===== config.mk =====
export PLATFORM = sky130hd
export DESIGN_NAME = lin_hdr_tx
export DESIGN_NICKNAME = d
export VERILOG_FILES = /design/src/rtl/lin_tx_pkg.sv /design/src/rtl/lin_brk_ctl.sv /design/src/rtl/lin_tx_hold.sv /design/src/rtl/lin_tx_shift.sv /design/src/rtl/lin_hdr_tx.sv
export SDC_FILE = /design/constraint.sdc
export NUM_CORES = 1
export LEC_CHECK = 0
export BUFFER_PORTS_ARGS = -buffer_cell sky130_fd_sc_hd__buf_2
export CAP_MARGIN = 40
export CORE_MARGIN = 2
export CORE_UTILIZATION = 45
export CTS_CLUSTER_DIAMETER = 40
export CTS_CLUSTER_SIZE = 8
export DETAILED_ROUTE_END_ITERATION = 10
export PLACE_DENSITY = 0.65
export SYNTH_ARGS = -nofsm -noshare
export SYNTH_HDL_FRONTEND = slang
export SYNTH_SLANG_ARGS = --single-unit
export TNS_END_PERCENT = 10

===== constraint.sdc =====
create_clock -name clk -period 2.1 [get_ports clk]
set_input_delay 0.63 -clock clk [delete_from_list [all_inputs] [get_ports clk]]
set_output_delay 0.63 -clock clk [all_outputs]
set_load 0.02 [all_outputs]

===== src/rtl/lin_tx_pkg.sv =====
package lin_tx_pkg;
  typedef enum logic [2:0] {
    ST_IDLE  = 3'd0,
    ST_START = 3'd1,
    ST_DATA  = 3'd2,
    ST_STOP  = 3'd3,
    ST_BRK   = 3'd4,
    ST_DELIM = 3'd5
  } tx_state_e;
endpackage


===== src/rtl/lin_brk_ctl.sv =====
module lin_brk_ctl (
  input  logic clk,
  input  logic rst_n,
  input  logic brk_ctrl_i,
  input  logic slave_i,
  input  logic take_i,
  output logic pend_o
);
  logic prev_q, pend_q;
  logic pend_d, req_rise;

  assign req_rise = brk_ctrl_i & ~prev_q;

  always_comb begin
    pend_d = pend_q;
    if (req_rise && !slave_i) pend_d = 1'b1;
    else if (take_i)          pend_d = 1'b0;
  end

  always_ff @(posedge clk or negedge rst_n) begin
    if (!rst_n) begin
      prev_q <= 1'b0;
      pend_q <= 1'b0;
    end else begin
      prev_q <= brk_ctrl_i;
      pend_q <= pend_d;
    end
  end

  assign pend_o = pend_q;

  // a request seen in slave mode leaves nothing pending
  assert_slave_drop_R3: assert property (@(posedge clk) disable iff (!rst_n)
    (slave_i && req_rise && !pend_q) |=> !pend_q);
endmodule


===== src/rtl/lin_tx_hold.sv =====
module lin_tx_hold #(
  parameter int DATA_W = 8
) (
  input  logic              clk,
  input  logic              rst_n,
  input  logic              wr_en_i,
  input  logic [DATA_W-1:0] wr_data_i,
  input  logic              load_i,
  output logic [DATA_W-1:0] data_o,
  output logic              full_o
);
  logic              full_q, full_d;
  logic [DATA_W-1:0] data_q, data_d;

  always_comb begin
    full_d = full_q;
    data_d = data_q;
    if (wr_en_i) begin
      full_d = 1'b1;
      data_d = wr_data_i;
    end else if (load_i) begin
      full_d = 1'b0;
    end
  end

  always_ff @(posedge clk or negedge rst_n) begin
    if (!rst_n) begin
      full_q <= 1'b0;
      data_q <= '0;
    end else begin
      full_q <= full_d;
      data_q <= data_d;
    end
  end

  assign full_o = full_q;
  assign data_o = data_q;

  // a move into the shifter empties the holding register unless refilled
  assert_empty_on_load_R6: assert property (@(posedge clk) disable iff (!rst_n)
    (load_i && !wr_en_i) |=> !full_o);
endmodule


===== src/rtl/lin_tx_shift.sv =====
module lin_tx_shift
  import lin_tx_pkg::*;
#(
  parameter int DATA_W   = 8,
  parameter int BRK_BITS = 13
) (
  input  logic              clk,
  input  logic              rst_n,
  input  logic              tick_i,
  input  logic              pend_i,
  input  logic              full_i,
  input  logic [DATA_W-1:0] data_i,
  output logic              load_o,
  output logic              take_o,
  output logic              finish_o,
  output logic              txd_o
);
  localparam int MAXB  = (BRK_BITS > DATA_W) ? BRK_BITS : DATA_W;
  localparam int CNT_W = $clog2(MAXB);
  localparam logic [CNT_W-1:0] DATA_LAST = CNT_W'(DATA_W - 1);
  localparam logic [CNT_W-1:0] BRK_LAST  = CNT_W'(BRK_BITS - 1);

  tx_state_e         st_q, st_d;
  logic [CNT_W-1:0]  cnt_q, cnt_d;
  logic [DATA_W-1:0] sh_q, sh_d;
  logic              at_bound;

  assign at_bound = tick_i && (st_q == ST_IDLE || st_q == ST_STOP || st_q == ST_DELIM);
  assign take_o   = at_bound && pend_i;
  assign load_o   = at_bound && !pend_i && full_i;
  assign finish_o = at_bound && !pend_i && !full_i && (st_q == ST_STOP);

  always_comb begin
    st_d  = st_q;
    cnt_d = cnt_q;
    sh_d  = sh_q;
    if (tick_i) begin
      unique case (st_q)
        ST_IDLE, ST_STOP, ST_DELIM: begin
          if (pend_i) begin
            st_d  = ST_BRK;
            cnt_d = '0;
          end else if (full_i) begin
            st_d = ST_START;
            sh_d = data_i;
          end else begin
            st_d = ST_IDLE;
          end
        end
        ST_START: begin
          st_d  = ST_DATA;
          cnt_d = '0;
        end
        ST_DATA: begin
          sh_d = sh_q >> 1;
          if (cnt_q == DATA_LAST) st_d = ST_STOP;
          else                    cnt_d = cnt_q + 1'b1;
        end
        ST_BRK: begin
          if (cnt_q == BRK_LAST) st_d = ST_DELIM;
          else                   cnt_d = cnt_q + 1'b1;
        end
        default: st_d = ST_IDLE;
      endcase
    end
  end

  always_ff @(posedge clk or negedge rst_n) begin
    if (!rst_n) begin
      st_q  <= ST_IDLE;
      cnt_q <= '0;
      sh_q  <= '0;
    end else begin
      st_q  <= st_d;
      cnt_q <= cnt_d;
      sh_q  <= sh_d;
    end
  end

  always_comb begin
    unique case (st_q)
      ST_START, ST_BRK: txd_o = 1'b0;
      ST_DATA:          txd_o = sh_q[0];
      default:          txd_o = 1'b1;
    endcase
  end

  // the line only moves on a bit boundary
  assert_line_holds_R11: assert property (@(posedge clk) disable iff (!rst_n)
    !tick_i |=> $stable(txd_o));
  // a taken break pulls the line low at once
  assert_break_low_R2: assert property (@(posedge clk) disable iff (!rst_n)
    take_o |=> !txd_o);
  // a loaded byte begins with a low start bit
  assert_start_low_R5: assert property (@(posedge clk) disable iff (!rst_n)
    load_o |=> !txd_o);
  // the delimiter bit is high
  assert_delim_high_R4: assert property (@(posedge clk) disable iff (!rst_n)
    (st_q == ST_DELIM) |-> txd_o);
endmodule


===== src/rtl/lin_hdr_tx.sv =====
module lin_hdr_tx #(
  parameter int DATA_W   = 8,
  parameter int BRK_BITS = 13
) (
  input  logic              clk,
  input  logic              rst_n,
  input  logic              baud_tick,
  input  logic              slave_mode,
  input  logic              brk_ctrl,
  input  logic              wr_en,
  input  logic [DATA_W-1:0] wr_data,
  output logic              txd,
  output logic              tx_empty,
  output logic              tx_done
);
  logic              pend, take, load, finish, full, done_q, done_d;
  logic [DATA_W-1:0] hold_data;

  lin_brk_ctl u_brk (
    .clk(clk), .rst_n(rst_n), .brk_ctrl_i(brk_ctrl), .slave_i(slave_mode),
    .take_i(take), .pend_o(pend)
  );

  lin_tx_hold #(.DATA_W(DATA_W)) u_hold (
    .clk(clk), .rst_n(rst_n), .wr_en_i(wr_en), .wr_data_i(wr_data),
    .load_i(load), .data_o(hold_data), .full_o(full)
  );

  lin_tx_shift #(.DATA_W(DATA_W), .BRK_BITS(BRK_BITS)) u_shift (
    .clk(clk), .rst_n(rst_n), .tick_i(baud_tick), .pend_i(pend), .full_i(full),
    .data_i(hold_data), .load_o(load), .take_o(take), .finish_o(finish),
    .txd_o(txd)
  );

  always_comb begin
    done_d = done_q;
    if (wr_en)       done_d = 1'b0;
    else if (finish) done_d = 1'b1;
  end

  always_ff @(posedge clk or negedge rst_n) begin
    if (!rst_n) done_q <= 1'b0;
    else        done_q <= done_d;
  end

  assign tx_done  = done_q;
  assign tx_empty = ~full;

  // completion implies nothing waits in the holding register
  assert_done_empty_R7: assert property (@(posedge clk) disable iff (!rst_n)
    tx_done |-> tx_empty);
  // a write always fills the holding register
  assert_write_fills_R6: assert property (@(posedge clk) disable iff (!rst_n)
    wr_en |=> !tx_empty);
endmodule


==> summary.md <==
| Metric | Value |
|---|---|
| Ratio of final minimum period to clock period | `0.968` |
| RSZ-0062 raised after global routing | `no` |
| Sum of net half-perimeters after detailed placement | `1.87 mm` |
| Termination of the worst setup path | `txd` |
| Final core utilization | `0.523` |
| Pin count of the biggest net entering global routing | `28` |
| Final antenna-violating net count | `0` |
| Post-route cell area | `1560 sq um` |
| Per-cell via count in the routed design | `5.40` |
| Part of the total power dissipated in combinational logic | `0.507` |
| Required time at the worst-slack endpoint | `1.47 ns` |
| Power density normalized to cell area | `1320 nW/um^2` |
| Place WS | `0.243 ns` |
| # port buffers | `16` |
| Initial detailed-routing violation count | `57` |
| Cells on worst reg2reg path | `6` |
| Worst Path Class, Setup | `register to primary output` |
| Chip Height | `59.2 um` |
| Diodes inserted | `0` |
| Starting utilization of the core area | `0.460` |
| Normalized max-slew margin | `0.613` |
| TritonCTS clock tree | `yes` |
| Overall overflow remaining after global route | `0` |
| Clock root buffer master | `clkbuf_4` |
| Detailed-route via count | `999` |
| Slowest-stage cell, CP | `dfrtp_1` |
| Cell area after synthesis | `1370 sq um` |
| Number of nets in the layout | `169` |
| Total Routed Length | `2.49 mm` |
| Router iterations before antenna repair | `4` |
| Clock slew at the register clock pins of the worst setup and hold paths | `0.13 ns` |
| Wire length per cell after detailed routing | `13.5 um` |
| Pint | `1250 uW` |
| Stages on the worst setup path | `4` |
| Fraction of layout cells with a size suffix above 1 | `0.270` |
| Outcome | `finished clean` |
| Io pins | `17` |
| Count of flip-flops with a built-in enable after synthesis | `0` |
| Share of total power in sequential cells | `0.391` |
| Clk pwr share | `0.102` |
| CP bufs+invs | `1` |
| Switching fraction of total power | `0.390` |
| Hold Crit Class | `input port to asynchronous set/reset pin` |
| Clock net sink count | `27` |
| Number of pins exceeding their max-slew limit in the final report | `0` |
| CP top delay family | `simple AND/OR/NAND/NOR gates` |
| Proportion of synthesized chip area in sequential cells | `0.493` |
| Crit-path max cell delay | `0.40 ns` |
| Antenna violations before repair | `0` |
| Placeable core region | `2980 sq um` |
| First-pass GRT wire length | `4.33 mm` |
| Via count of the first global-routing pass | `978` |
| Total negative setup slack | `0 ns` |
| Max-cap check violation count | `0` |
| Number of placement rows | `20` |
| Synth async-reset ratio | `1.00` |
| Die area | `3500 sq um` |
| Worst-case clock buffer depth | `2` |
| Count of synthesis-stage warnings from yosys | `0` |
| Critical path peak fanout | `2` |
| Quantity of hold-fixing buffers added after cts | `0` |
| Post-route worst setup slack | `0.0670 ns` |
| Clock latency on the worst-skew pair | `0.31 ns` |
| Reg2Reg Setup Slack | `0.21 ns` |
| Endpoint kind of the worst setup timing path | `primary output` |
| Net Count, Synth | `149` |
| Routability congestion estimate from global placement | `0.893` |
| Cell chain of the critical path | `or3b_4, nor2_2, nor2_1, buf_4` |
| Post-synth top flop | `dfrtp_1` |
| P_sw | `802 uW` |
| Leak | `0.000752 uW` |
| Transition time of the tightest slew-check pin | `0.580 ns` |
| Syn Area/Cell | `10.3 sq um` |
| Post-synthesis cell count | `133` |
| Source of the critical timing path | `u_shift.st_q[0]` |
| Number of flip-flops and latches in the synthesized netlist | `27` |
| Reg2reg end | `u_shift.cnt_q[0]` |
| Global-route total usage across every layer | `0.165` |
| Total number of H-tree levels | `1` |
| Final Critical Period | `2.03 ns` |
| VDD IR max | `548 uV` |
| Area growth, synth to finish | `13.7%` |
| Cell Area, Placed | `1490 sq um` |
| Final hold viol count | `0` |
| Overall die width | `59.2 um` |
| Fmax | `492 MHz` |
| Clock buffers created by TritonCTS | `3` |
| Startpoint of the lowest-slack register-to-register path | `u_shift.st_q[0]` |
| Final hold slack | `0.297 ns` |
| Final count of negative-setup-slack endpoints | `0` |
| Count of unique library cells instantiated by Yosys | `36` |
| DRC violations left | `0` |
| Arrival time worst endpoint | `1.40 ns` |
| Clock Skew | `0.00648 ns` |
| Nature of the critical path startpoint | `register` |
==> worst reg2reg max path, delay by kind of cell (launching register included) <==
kind | cells | cell delay, ns
AND/OR/NAND/NOR | 2 | 0.68
flip-flops | 1 | 0.40
multiplexers | 1 | 0.29
AO/OA/AOI/OAI | 2 | 0.23
buffers and inverters | 1 | 0.17
==> stage by stage <==
stage | std cells | total power, uW
6_report | 185 | 2050
5_1_grt | 185 | 2240
3_3_place_gp | 180 | 1730
4_1_cts | 185 | 2010
3_5_place_dp | 180 | 1760
2_1_floorplan | 133 | 1510
==> logic make-up after synthesis <==
family,Yosys count,synth area share
AND/OR/NAND/NOR,39,0.142
buffers and inverters,13,0.0438
multiplexers,17,0.135
adder cells (fa/ha/maj),3,0.0256
XOR/XNOR,1,0.00639
flip-flops,27,0.493
AO/OA/AOI/OAI,33,0.154
==> sequential cells by signal, indices dropped and copies added (netlist names) <==
register and flops:
u_shift.sh_q 8, u_shift.cnt_q 4, u_brk.prev_q 1, u_brk.pend_o 1, tx_done 1, u_hold.data_o 8
u_hold.full_o 1, u_shift.st_q 3
==> layout by cell type (no fill, tap or decap), drive strengths merged, types with 2 or more instances in the layout <==
cell / count
a31oi: 4
a21o: 2
nand2: 13
buf: 22
mux2i: 8
o21ai: 14
nand3: 2
clkbuf: 4
nand2b: 7
inv: 6
a21oi: 5
nor3: 3
mux2: 9
ha: 2
or2: 2
dfrtp: 27
nor2: 8
==> power groups by stage <==
stage | Clock (uW) | Sequential (uW) | Combinational, uW
finish | 209 | 804 | 1040
global route | 246 | 828 | 1170
CTS | 225 | 800 | 985
detailed placement | 0 | 811 | 947
global placement | 0 | 802 | 927
floorplan | 0 | 785 | 725
==> layer usage <==
metal | vias to the layer above | part of all wire | global-route usage
met2 | 10 | 0.50 | 0.276
met4 | 0 | 0.011 | 0.0682
met3 | 4 | 0.023 | 0.0262
met1 | 480 | 0.46 | 0.211
met5 | - | 0 | 0
li1 | 505 | - | -
==> how the worst min path moves through the flow <==
| stage | end |
|---|---|
| final | u_hold.data_o[5] |
| after detailed placement | u_shift.sh_q[0] |
| after global placement | u_shift.sh_q[4] |
| after floorplan | tx_done |
| after CTS | u_shift.sh_q[3] |
| after global routing | u_hold.data_o[5] |
==> layout make-up <==
class                      count  area [sq um]
clock buffer                   4          26.3
timing repair buffer          22           131
inverter                       6          22.5
tap                           33          41.3
multi-input combinational     93           661
fill                         285          1420
sequential                    27           676
==> repair_timing <==
item	CTS	global route
gates resized for setup	2	5
pin swaps	1	2
buffers inserted	1	0
setup endpoints to repair	1	1
==> Yosys cell counts, drive strengths merged (3+ instances only) <==
cell type,instances,share of area
o21ai,14,0.051
buf,4,0.019
mux2i,8,0.058
nand2,13,0.036
a21oi,5,0.018
nor3,3,0.011
nand2b,7,0.032
dfrtp,27,0.49
nor2,8,0.022
clkbuf,3,0.0082
inv,6,0.016
mux2,9,0.077
a31oi,4,0.023
Note: power is estimated with default switching activity, not from simulation.
